**src/rtl/w0tree_pkg.sv**
```systemverilog
package w0tree_pkg;
    typedef enum logic [2:0] {
        ST_IDLE,
        ST_LOAD,
        ST_CALC,
        ST_STORE,
        ST_FINISH
    } tile_state_t;
endpackage

```
**src/rtl/w0_bfly_lane.sv**
```systemverilog
// One register lane of a tree level: upper half of a pair takes the halved sum,
// lower half takes the halved difference, unpaired lanes hold their value.
module w0_bfly_lane #(
    parameter int DW = 16
) (
    input  logic signed [DW-1:0] own_re,
    input  logic signed [DW-1:0] own_im,
    input  logic signed [DW-1:0] pair_re,
    input  logic signed [DW-1:0] pair_im,
    input  logic                 is_top,
    input  logic                 is_bot,
    output logic signed [DW-1:0] new_re,
    output logic signed [DW-1:0] new_im
);
    logic signed [DW:0] sum_re, sum_im, dif_re, dif_im;

    always_comb begin
        sum_re = {own_re[DW-1], own_re} + {pair_re[DW-1], pair_re};
        sum_im = {own_im[DW-1], own_im} + {pair_im[DW-1], pair_im};
        dif_re = {pair_re[DW-1], pair_re} - {own_re[DW-1], own_re};
        dif_im = {pair_im[DW-1], pair_im} - {own_im[DW-1], own_im};
        if (is_top) begin
            new_re = sum_re[DW:1];
            new_im = sum_im[DW:1];
        end else if (is_bot) begin
            new_re = dif_re[DW:1];
            new_im = dif_im[DW:1];
        end else begin
            new_re = own_re;
            new_im = own_im;
        end
    end
endmodule

```
**src/rtl/w0_node_addr.sv**
```systemverilog
// Address of point k of the current node: base = blk*span, stride = span/2
// in the prolog or span/R in the kernel.
module w0_node_addr #(
    parameter int AW = 5,
    parameter int SW = 3,
    parameter int KW = 3,
    parameter int J  = 2
) (
    input  logic [AW-1:0] blk,
    input  logic [SW-1:0] sh,
    input  logic [KW-1:0] k,
    input  logic          pro,
    output logic [AW-1:0] addr
);
    logic [SW-1:0] str;

    always_comb begin
        str  = pro ? (sh - SW'(1)) : (sh - SW'(J));
        addr = AW'((32'(blk) << sh) + (32'(k) << str));
    end
endmodule

```
**src/rtl/w0_tree_engine.sv**
```systemverilog
module w0_tree_engine
    import w0tree_pkg::*;
#(
    parameter int N_PTS  = 32,
    parameter int R_REGS = 4,
    parameter int DW     = 16,
    parameter int CW     = 16
) (
    input  logic                          clk,
    input  logic                          rst_n,
    input  logic                          start,
    output logic                          busy,
    output logic                          done,
    output logic                          mem_rd,
    output logic                          mem_we,
    output logic [$clog2(N_PTS)-1:0]      mem_addr,
    output logic signed [DW-1:0]          mem_wre,
    output logic signed [DW-1:0]          mem_wim,
    input  logic signed [DW-1:0]          mem_rre,
    input  logic signed [DW-1:0]          mem_rim,
    output logic [CW-1:0]                 rd_count,
    output logic [CW-1:0]                 wr_count
);
    localparam int LOG_N   = $clog2(N_PTS);
    localparam int J       = $clog2(R_REGS);
    localparam int PRO_STG = LOG_N % J;
    localparam int KER_TOP = LOG_N - PRO_STG;
    localparam int AW      = LOG_N;
    localparam int SW      = $clog2(LOG_N + 1);
    localparam int KW      = J + 1;

    tile_state_t state, state_nx;

    logic [SW-1:0] sh;       // log2 of the current span
    logic [AW-1:0] blk;      // node index within the pass
    logic [KW-1:0] k;        // point index within the node
    logic [SW-1:0] lvl;      // log2 of the pair distance in CALC

    logic signed [DW-1:0] reg_re [R_REGS];
    logic signed [DW-1:0] reg_im [R_REGS];
    logic signed [DW-1:0] nxt_re [R_REGS];
    logic signed [DW-1:0] nxt_im [R_REGS];

    logic          pro;
    logic [KW-1:0] nsz;
    logic [KW-1:0] kp;
    logic [SW-1:0] first_lvl;
    logic [SW-1:0] dec;
    logic [SW-1:0] sh_next;
    logic          last_blk;
    logic          last_pt;
    logic [AW-1:0] node_addr;

    // Pass geometry
    always_comb begin
        pro       = (32'(sh) > KER_TOP);
        nsz       = pro ? KW'(2) : KW'(R_REGS);
        first_lvl = pro ? SW'(0) : SW'(J - 1);
        dec       = pro ? SW'(1) : SW'(J);
        sh_next   = sh - dec;
        last_blk  = (32'(blk) == ((32'd1 << (LOG_N - 32'(sh))) - 32'd1));
        last_pt   = (k == nsz - KW'(1));
        kp        = k - KW'(1);
    end

    w0_node_addr #(.AW(AW), .SW(SW), .KW(KW), .J(J)) u_addr (
        .blk  (blk),
        .sh   (sh),
        .k    (k),
        .pro  (pro),
        .addr (node_addr)
    );

    // One lane per register: pair distance m = 2^lvl, pairs (q, q+m) with q a multiple of 2m
    for (genvar gi = 0; gi < R_REGS; gi++) begin : g_lane
        logic [J-1:0] pidx;
        logic         is_top, is_bot;
        always_comb begin
            pidx   = J'(32'(gi) ^ (32'd1 << lvl));
            is_top = ((32'(gi) & ((32'd2 << lvl) - 32'd1)) == 32'd0);
            is_bot = ((32'(gi) & ((32'd2 << lvl) - 32'd1)) == (32'd1 << lvl));
        end
        w0_bfly_lane #(.DW(DW)) u_lane (
            .own_re  (reg_re[gi]),
            .own_im  (reg_im[gi]),
            .pair_re (reg_re[pidx]),
            .pair_im (reg_im[pidx]),
            .is_top  (is_top),
            .is_bot  (is_bot),
            .new_re  (nxt_re[gi]),
            .new_im  (nxt_im[gi])
        );
    end

    // Next state
    always_comb begin
        state_nx = state;
        unique case (state)
            ST_IDLE:   if (start) state_nx = ST_LOAD;
            ST_LOAD:   if (k == nsz) state_nx = ST_CALC;
            ST_CALC:   if (lvl == '0) state_nx = ST_STORE;
            ST_STORE:  if (last_pt)
                           state_nx = (last_blk && sh_next == '0) ? ST_FINISH : ST_LOAD;
            ST_FINISH: state_nx = ST_IDLE;
            default:   state_nx = ST_IDLE;
        endcase
    end

    // State register
    always_ff @(posedge clk or negedge rst_n) begin
        if (!rst_n) state <= ST_IDLE;
        else        state <= state_nx;
    end

    // Datapath and traversal registers
    always_ff @(posedge clk or negedge rst_n) begin
        if (!rst_n) begin
            sh       <= '0;
            blk      <= '0;
            k        <= '0;
            lvl      <= '0;
            rd_count <= '0;
            wr_count <= '0;
            for (int i = 0; i < R_REGS; i++) begin
                reg_re[i] <= '0;
                reg_im[i] <= '0;
            end
        end else begin
            unique case (state)
                ST_IDLE: begin
                    if (start) begin
                        sh       <= SW'(LOG_N);
                        blk      <= '0;
                        k        <= '0;
                        rd_count <= '0;
                        wr_count <= '0;
                    end
                end
                ST_LOAD: begin
                    if (k != '0) begin
                        reg_re[kp[J-1:0]] <= mem_rre;
                        reg_im[kp[J-1:0]] <= mem_rim;
                    end
                    if (k == nsz) begin
                        k   <= '0;
                        lvl <= first_lvl;
                    end else begin
                        k        <= k + KW'(1);
                        rd_count <= rd_count + CW'(1);
                    end
                end
                ST_CALC: begin
                    for (int i = 0; i < R_REGS; i++) begin
                        reg_re[i] <= nxt_re[i];
                        reg_im[i] <= nxt_im[i];
                    end
                    if (lvl != '0) lvl <= lvl - SW'(1);
                end
                ST_STORE: begin
                    wr_count <= wr_count + CW'(1);
                    if (last_pt) begin
                        k <= '0;
                        if (last_blk) begin
                            blk <= '0;
                            sh  <= sh_next;
                        end else begin
                            blk <= blk + AW'(1);
                        end
                    end else begin
                        k <= k + KW'(1);
                    end
                end
                ST_FINISH: ;
                default: ;
            endcase
        end
    end

    // Outputs
    always_comb begin
        busy     = (state != ST_IDLE);
        done     = (state == ST_FINISH);
        mem_rd   = (state == ST_LOAD) && (k != nsz);
        mem_we   = (state == ST_STORE);
        mem_addr = node_addr;
        mem_wre  = reg_re[k[J-1:0]];
        mem_wim  = reg_im[k[J-1:0]];
    end
endmodule

```
**config.mk**
```make
export PLATFORM = sky130hd
export DESIGN_NAME = w0_tree_engine
export DESIGN_NICKNAME = d
export VERILOG_FILES = /design/src/rtl/w0tree_pkg.sv /design/src/rtl/w0_bfly_lane.sv /design/src/rtl/w0_node_addr.sv /design/src/rtl/w0_tree_engine.sv
export SDC_FILE = /design/constraint.sdc
export NUM_CORES = 1
export LEC_CHECK = 0
export ABC_AREA = 1
export BUFFER_PORTS_ARGS = -buffer_cell sky130_fd_sc_hd__buf_2
export CAP_MARGIN = 20
export CORE_ASPECT_RATIO = 1.25
export CORE_UTILIZATION = 45
export DETAILED_ROUTE_END_ITERATION = 16
export PLACE_DENSITY = 0.69
export RECOVER_POWER = 100
export SYNTH_ARGS = -nofsm -noshare
export SYNTH_HDL_FRONTEND = slang
export SYNTH_SLANG_ARGS = --single-unit
```
**constraint.sdc**
```tcl
create_clock -name clk -period 3.2 [get_ports clk]
set_input_delay 0.64 -clock clk [delete_from_list [all_inputs] [get_ports clk]]
set_output_delay 0.64 -clock clk [all_outputs]
set_load 0.005 [all_outputs]
```
* Word-level counts from Yosys, hierarchy flattened
Cells that the tools add are included.
** Cells by class
- Reductions and logical operators :: 27
- Bitwise logic cells :: 9
- Mux-type cells :: 79
- Shift-type cells :: 5
- $lt $le $gt $ge :: 8
- $add $sub $neg :: 28
- Equal/unequal tests :: 22
** Operators with widths (count)
- 16-bit 2-to-1 mux :: 35
- 16-bit binary-select mux with 2-bit select :: 10
- 64-bit case mux with 2 select lines :: 2
- 16-bit by 16-bit adder with 17-bit output :: 8
- 64-bit bitwise mux :: 2
- 64-bit 2-to-1 mux :: 2
- 16-bit by 16-bit subtractor with 17-bit output :: 6
- 32-bit logical NOT :: 3
- 2-bit by 32-bit equality test with 1-bit output :: 2
- 16-bit case mux with 2 select lines :: 2
- 3-bit 2-to-1 mux :: 15
- 16-bit by 1-bit adder with 16-bit output, second input constant :: 2
- 16-bit demux with 2-bit select :: 1
- 1-bit by 32-bit equality test with 1-bit output :: 1
- 5-bit by 32-bit equality test with 1-bit output :: 1
- 1-bit by 3-bit left shift with 32-bit output, first input constant :: 1
- 1-bit by 32-bit left shift with 32-bit output, first input constant :: 1
- 32-bit by 1-bit subtractor with 32-bit output, second input constant :: 1
- 3-bit greater-or-equal comparator, second input constant :: 6
- 2-bit NOT with 3-bit output :: 6
- 3-bit AND reduction :: 6
- 5-bit 2-to-1 mux :: 3
- 2-bit inequality test, second input constant :: 6
- 3-bit case mux with 2 select lines :: 2
- 33 further kinds :: 54
** Word-level totals
- Logic and storage cells :: 193
- Bits in registers :: 177

* Longest topological paths before layout
Gate-level depths: netlist of run 1.
- Word-level depth :: 10
- Gate-level depth with buffers :: 24
- Depth with buffers taken out :: 21

* Hierarchy
Synthesis of run 1 repeated with hierarchy kept, for this count alone.
** Unflattened totals
- Cells, all modules :: 5922
- Area total of the unflattened synthesis :: 33463.3 sq um
** By module, submodules not included
- w0_bfly_lane (g_lane[1].u_lane ...) :: seq. area each 0.0 sq um, cells an instance 932, area an instance 4959.8 sq um, instances 3
- w0_tree_engine :: seq. area each 4429.2 sq um, cells an instance 2107, area an instance 13331.5 sq um, instances 1
- w0_bfly_lane (g_lane[0].u_lane) :: seq. area each 0.0 sq um, cells an instance 928, area an instance 4759.6 sq um, instances 1
- w0_node_addr :: seq. area each 0.0 sq um, cells an instance 91, area an instance 493.0 sq um, instances 1

* Worst setup path after synthesis of run 1
Ideal clock, no wire load.
- Kind :: reg-to-output
- Start point :: reg sh[1]
- End point :: out mem_addr[4]
- Data arrival time :: 2.865 ns
- Data required time :: 2.560 ns
- Path buffers :: 1
- Path slack :: -0.305 ns
- Stages on the path, launching flop included :: 15
- Cell sequence :: dfrtp_1 > inv_2 > ha_1 > a21oi_1 > ha_1 > clkbuf_1 > nand3_1 > nor2_1 > ha_1 > fa_1 > nand2_1 > nand2_1 > a21oi_1 > xnor2_1 > xor2_1
** Between the ends
- Word-level cells in the longest chain between the ends :: 4
** Ends and longest elaborated chain
- from (decl) :: RTL line w0_tree_engine.sv:34 : logic [SW-1:0] sh;
- from (signal assigned) :: RTL line w0_tree_engine.sv:132 : sh <= SW'(LOG_N);
- from (signal assigned) :: RTL line w0_tree_engine.sv:165 : sh <= sh_next;
- 3-bit by 2-bit subtractor with 3-bit output (tied with other cells) :: RTL line w0_node_addr.sv:18 : str = pro ? (sh - SW'(1)) : (sh - SW'(J));
- 3-bit 2-to-1 mux :: RTL line w0_node_addr.sv:18
- 3-bit by 3-bit left shift with 5-bit output :: RTL line w0_node_addr.sv:19 : addr = AW'((32'(blk) << sh) + (32'(k) << str));
- 5-bit adder * :: RTL line w0_node_addr.sv:19
- to (decl) :: RTL line w0_tree_engine.sv:16 : output logic [$clog2(N_PTS)-1:0] mem_addr,
Mark *: on every way between the ends. The rest lies on a longest branch, timed or not.

* Worst setup path in the final report of run 1
Ends and elaborated chain as after synthesis.

==> impl_metrics.tcl, run 1 <==
set metrics [dict create \
    via_count_of_the_first_global_routing_pass 23000 \
    dieHeight_um 243 \
    grtUsageMet2_pct 55.9 \
    antenna_found_initial 1 \
    timing.clock.skew_ns 0.0187 \
    path_max_fanout 7 \
    timing.critical_path.from_type "flip-flop" \
    synthToLayoutAreaGrowth_pct 34.8 \
    syn_avg_cell_area_um2 6.12 \
    placed_cells_incl_taps 4375 \
    setup.worst_path.end_class "output pin" \
    yosysWarningCount 0 \
    mapped_nets 3603 \
    synthesis.instances 3410 \
    place.gp.congestion 1.01 \
    worst_path_most_repeated_cell "ha_4" \
    route.detailed.wl_per_inst_um 18.5 \
    cts_hold_buffers 0 \
    terminus_of_the_critical_flop_to_flop_path "reg_re[15]" \
    asyncSetResetFlopFracSynth_pct 100 \
    grt_start_max_net_pins 71 \
    track_usage_pct 32.9 \
    drcViolationCount 0 \
    max_slew_violations 71 \
    reg2reg_path_depth 21 \
    min_delay_worst_endpoint "state[1]" \
    crit-reg2reg-launch "reg_re[1]" \
    number_of_enable_type_register_cells_in_the_synthesized_netlist 0 \
    detailedRoute.firstPassIterationCount 6 \
    grt_first_pass_wirelength_um 123000 \
    use_met1_pct 40.7 \
    placed_area_mm2 0.0250 \
    max_cap_viol_count 1 \
    cts_inserted_buffers 17 \
    grt.overflow.total 0 \
    drive_above_1_share_pct 26.2 \
    fp_rows 87 \
    register_area_mm2 0.00443 \
    seq_area_frac_synth_pct 21.2 \
    postSynth.topFlopCell "dfrtp_1" \
    grt-busiest-layer "met2" \
    multiInputGateArea_mm2 0.0159 \
    totalWireLength_um 82800 \
    timing.hold.worst.start "start" \
    synth.distinct_cells 51 \
    worstSkewPairLatency_ns 0.49 \
    most_common_cell_after_layout_fill_and_taps_aside "nand2_1" \
    final-instance-count-excl-fill 4475 \
    critical_path_cell_by_cell "inv_4 -> ha_4 -> a21oi_4 -> ha_4 -> nand2_1 -> o21ai_1 -> inv_2 -> a211oi_2 -> ha_1 -> a21oi_2 -> xnor2_1 -> xor2_1 -> buf_2" \
    critical-path-slowest-cell "dfrtp_2" \
    timing.slew.headroom_pct -36.4 \
    worst_hold_path_type "in -> reg" \
    cts_tree "built" \
    drt-initial-drc-count 2202 \
    fillers 4195 \
    detailroute.via_count 25300 \
    violated_checks "max-capacitance violations, max-slew violations, negative setup slack" \
    final_net_count 4077 \
    finalInstanceArea_mm2 0.0281 \
    crit_path_max_incr_delay_ns 0.43 \
    antenna_violating_nets_post_route 0 \
    path_class "reg -> out" \
    hold_path_depth 3 \
    cts.sink_count 177 \
    layout.core_utilization_pct 62.0 \
    antenna_cells_inserted 0 \
    fin_crit_sh_pct 110 \
    vias_per_cell 5.66 \
    clkSlewWorstSetupHoldPaths_ns 0.09 \
    post_synth_instance_area_mm2 0.0209 \
    final_hold_viol_count 0 \
    outcome "finished, violations left" \
    cts_max_level 4 \
    io-pin-count 108 \
    die_w_um 195 \
    timing.fmax_mhz 284 \
    fin_ws_ns -0.326 \
    worstPathArrival_ns 2.89 \
    total_die_area_mm2 0.0473 \
    synth-seq-cells 177 \
    clock_path_buffers 2 \
    io_buffer_count 107 \
    rsz_0062_raised_after_global_routing "true" \
    ff2ff_setup_slack_ns 0.06 \
    worst_ep_required_time_ns 2.56 \
    initial_utilization_pct 46.0 \
    dp.final_hpwl_um 60900 \
    least_margin_pin_slew_ns 2.05 \
    setup_violations_final 4 \
    globalRouteMet3Util_pct 4.36 \
    design.core.area_mm2 0.0454 \
    layout.cells.most_common_list "nand2_1 (796), buf_4 (430), inv_1 (406), a21oi_1 (314), o21ai_0 (235)" \
    finalWorstPathRequiredPeriod_ns 3.53 \
    cts.root.buffer_cell "clkbuf_16" \
]
==> stage by stage <==
stage	TNS [ns]	worst slack, ns	hold slack (ns)
4_1_cts	-0.834	-0.353	0.183
2_1_floorplan	-0.0442	-0.0442	0.344
3_5_place_dp	-1.84	-0.146	0.469
3_3_place_gp	-0.775	-0.108	0.470
6_report	-0.814	-0.326	0.456
5_1_grt	-2.78	-0.498	0.456
==> worst max path at each step <==
stage	start	cells past startpoint	end	slack, ns
2_1_floorplan	sh[1]	14	mem_addr[4]	-0.04
3_3_place_gp	reg_im[1]	18	reg_im[13]	-0.11
3_5_place_dp	lvl[0]	18	reg_re[11]	-0.15
4_1_cts	sh[1]	17	mem_addr[4]	-0.35
5_1_grt	sh[1]	17	mem_addr[4]	-0.50
6_report	sh[1]	13	mem_addr[4]	-0.33
==> synthesized netlist by cell type, types with 4 or more instances <==
master / instances / area share [%]
dfrtp_1: 177 / 21
a21o_1: 17 / 0.61
nand2_1: 856 / 15
buf_4: 5 / 0.18
o31ai_1: 14 / 0.50
a21oi_2: 21 / 0.88
a21boi_1: 15 / 0.54
nand4_1: 26 / 0.78
fa_1: 10 / 0.96
ha_1: 148 / 8.9
nor2_1: 213 / 3.8
mux2i_1: 4 / 0.19
nand3_1: 205 / 4.9
o21bai_1: 7 / 0.25
and2_1: 8 / 0.24
o22ai_1: 21 / 0.63
a22oi_1: 56 / 2.0
o211ai_1: 6 / 0.22
nand3b_1: 9 / 0.32
a211oi_1: 11 / 0.40
buf_2: 41 / 0.98
nor3_2: 4 / 0.19
xnor2_1: 18 / 0.76
xor2_1: 85 / 3.6
a31oi_1: 10 / 0.30
nor3_1: 56 / 1.3
buf_1: 19 / 0.34
o21ai_0: 400 / 9.6
o21ai_1: 16 / 0.38
a21oi_1: 373 / 8.9
nand2_2: 5 / 0.15
clkbuf_1: 72 / 1.3
nor2_2: 4 / 0.12
inv_2: 17 / 0.31
inv_1: 435 / 7.8
==> cell families (layout without fill, tap and decap cells) <==
logic type                 count (synthesis)  in the layout  share of synthesized area [%]
AOI/OAI and AO/OA                        976            976                           25.6
adders and majority gates                158            158                           9.83
DFF                                      177            177                           21.2
and+or+nand+nor                         1398           1399                           27.7
xor gates and xnor gates                 103            103                           4.32
buffers and inverters                    593           1079                           11.0
muxes                                      5              5                          0.246
==> layer usage <==
layer  vias up  part of all wire, %
li1      12300                    -
met1     11700                   40
met2      1054                   47
met3       254                  7.3
met4         2                  5.6
met5         -                0.011
==> state kept, by name (all words and copies together), names as in the netlist <==
signal / flops
sh: 3
reg_im: 64
blk: 5
wr_count: 16
state: 3
reg_re: 64
k: 3
rd_count: 16
lvl: 3
==> layout make-up <==
cell class	instances	share of cell area, %
Timing Repair Buffer	592	16.6
Clock inverter	15	0.760
Multi-Input combinational cell	2641	56.7
Tap cell	578	2.57
Clock buffer	17	1.51
Sequential cell	177	15.7
Inverter	455	6.12
==> worst max-delay path: cells and delay by family (launching register included) <==
| kind | cells | cell delay (ns) |
|---|---|---|
| fa+ha+maj | 3 | 0.76 |
| compound gates | 4 | 0.57 |
| flops | 1 | 0.43 |
| xor+xnor | 2 | 0.29 |
| buf+inv | 3 | 0.28 |
| simple gates | 1 | 0.06 |
==> timing repair <==
item / 4_1_cts / 5_1_grt
resized for setup: 39 / 552
buffers inserted: 6 / 50
cloned: 1 / 13
setup endpoints to repair: 51 / 93
pin swaps: 17 / 144
Power of run 1 is not shown: default switching activity piles up to over one toggle a cycle in this logic, so the estimate is an artifact.
==> run 2, diff against run 1 <==
--- a/config.mk
+++ b/config.mk
@@ -11,7 +11,7 @@
 export CORE_ASPECT_RATIO = 1.25
 export CORE_UTILIZATION = 45
 export DETAILED_ROUTE_END_ITERATION = 16
-export PLACE_DENSITY = 0.69
+export PLACE_DENSITY = 0.67
 export RECOVER_POWER = 100
 export SYNTH_ARGS = -nofsm -noshare
 export SYNTH_HDL_FRONTEND = slang
==> constraint.sdc (replaced) <==
create_clock -name clk -period 4 [get_ports clk]
set_input_delay 0.8 -clock clk [delete_from_list [all_inputs] [get_ports clk]]
set_output_delay 0.8 -clock clk [all_outputs]
set_load 0.005 [all_outputs]
==> impl_metrics.tcl, run 2 (same netlist as run 1, synthesis figures left out) <==
set metrics [dict create \
    finalInstanceArea_mm2 0.0228 \
    totalWireLength_um 73800 \
    most_common_cell_after_layout_fill_and_taps_aside "nand2_1" \
    placed_cells_incl_taps 4012 \
    layout.cells.most_common_list "nand2_1 (851), inv_1 (433), o21ai_0 (396), a21oi_1 (370), nor2_1 (213)" \
    setup.worst_path.start "sh[1]" \
    timing.clock.skew_ns 0.0123 \
    worstSkewPairLatency_ns 0.49 \
    detailroute.via_count 22900 \
    via_count_of_the_first_global_routing_pass 21400 \
    place.gp.congestion 1.02 \
    dp.final_hpwl_um 57000 \
    drcViolationCount 0 \
    least_margin_pin_slew_ns 2.67 \
    fp_rows 87 \
    io-pin-count 108 \
    worst_hold_path_type "reg -> reg" \
    placement.setup.worst_slack_ns 0.206 \
    path_class "reg -> out" \
    antenna_found_initial 2 \
    final-instance-count-excl-fill 4053 \
    timing.fmax_mhz 260 \
    grt_first_pass_wirelength_um 117000 \
    cts_max_level 4 \
    dieHeight_um 243 \
    synthToLayoutAreaGrowth_pct 9.39 \
    max_slew_violations 91 \
    io_buffer_count 107 \
    ff2ff_setup_slack_ns 0.24 \
    fin_crit_sh_pct 96.1 \
    detailedRoute.firstPassIterationCount 8 \
    fin_ws_ns 0.156 \
    worstPathArrival_ns 3.04 \
    clkSlewWorstSetupHoldPaths_ns 0.09 \
    design.core.area_mm2 0.0454 \
    setup.worst_path.end_class "output pin" \
    route.detailed.wl_per_inst_um 18.2 \
    cts.root.buffer_cell "clkbuf_16" \
    final_hold_viol_count 0 \
    vias_per_cell 5.66 \
    placed_area_mm2 0.0221 \
    antenna_cells_inserted 0 \
    finalWorstPathRequiredPeriod_ns 3.84 \
    cts.sink_count 177 \
    clock_path_buffers 2 \
    setup_violations_final 0 \
    timing.slew.headroom_pct -78.3 \
    outcome "finished, violations left" \
    total_die_area_mm2 0.0473 \
    fillers 4797 \
    track_usage_pct 31.2 \
    crit-reg2reg-launch "reg_im[0]" \
    reg2reg_path_depth 18 \
    initial_utilization_pct 46.0 \
    cts_inserted_buffers 17 \
    drt-initial-drc-count 2169 \
    layout.core_utilization_pct 50.3 \
    violated_checks "max-capacitance violations, max-slew violations" \
    grt.overflow.total 0 \
    die_w_um 195 \
    endpoint "mem_addr[4]" \
    cts_tree "built" \
    worst_ep_required_time_ns 3.20 \
    antenna_violating_nets_post_route 0 \
    terminus_of_the_critical_flop_to_flop_path "reg_im[14]" \
    grt_start_max_net_pins 103 \
    final_net_count 3655 \
    max_cap_viol_count 1 \
    path_max_fanout 5 \
    drive_above_1_share_pct 7.77 \
    reg.largest.list "reg_im x64, reg_re x64" \
    timing.critical_path.from_type "flip-flop" \
]
run 2: changes by cell type in the layout (fill, tap and decap cells not counted), sizes merged:
cell / previous run / this run
buf: 570 / 157
clkinv: 9 / 10
clkbuf: 38 / 31
inv: 461 / 460
bufbuf: 1 / 0
nand2: 862 / 861
run 2: worst min-delay path by stage:
| stage | start | endpoint | cells after the start |
|---|---|---|---|
| after global routing | wr_count[15] | wr_count[15] | 1 |
| after CTS | rst_n | reg_im[54] | 1 |
| after detailed placement | wr_count[15] | wr_count[15] | 1 |
| after floorplan | wr_count[15] | wr_count[15] | 1 |
| after global placement | wr_count[15] | wr_count[15] | 1 |
| final | wr_count[15] | wr_count[15] | 1 |
run 2: per-stage QoR:
stage | TNS (ns) | hold WS, ns
2_1_floorplan | 0 | 0.469
3_3_place_gp | 0 | 0.458
3_5_place_dp | 0 | 0.490
4_1_cts | 0 | 0.416
5_1_grt | -0.00918 | 0.525
6_report | 0 | 0.506
run 2: area by class of cell:
cell class	count	area (um2)	area share, %
inverters	455	1720	7.52
multi-input cells	2640	14200	62.4
repair buffers	171	1080	4.74
flip-flops and latches	177	4430	19.4
clock buffers	17	425	1.86
well taps	578	723	3.17
clock inverters	15	214	0.937
run 2: critical path, stage by stage, from the launching register on:
cell	delay (ns)
dfrtp_1	0.40
inv_4	0.06
ha_1	0.22
nand2_1	0.09
nand2_2	0.11
o21ai_1	0.35
nor2_1	0.10
ha_2	0.20
fa_2	0.35
nand2_1	0.07
nand2_1	0.06
a21oi_2	0.12
xnor2_1	0.14
xor2_1	0.16
buf_2	0.13
run 2: repair_timing:
action / CTS / global route
endpoints found under the setup margin: 1 / 22
cloned: 0 / 0
buffers inserted: 2 / 7
hold buffers: 0 / 0
resized for setup: 9 / 17
pin swaps: 3 / 4
run 2: metal layers:
metal | GRT usage (%) | wire length (um) | vias up
met2 | 53.2 | 35000 | 777
met4 | 16.1 | 3680 | 4
met5 | 0 | 31 | -
met1 | 38.7 | 31200 | 10500
met3 | 3.21 | 3910 | 192
li1 | - | - | 11400
Power of run 2 is left out for the same reason.
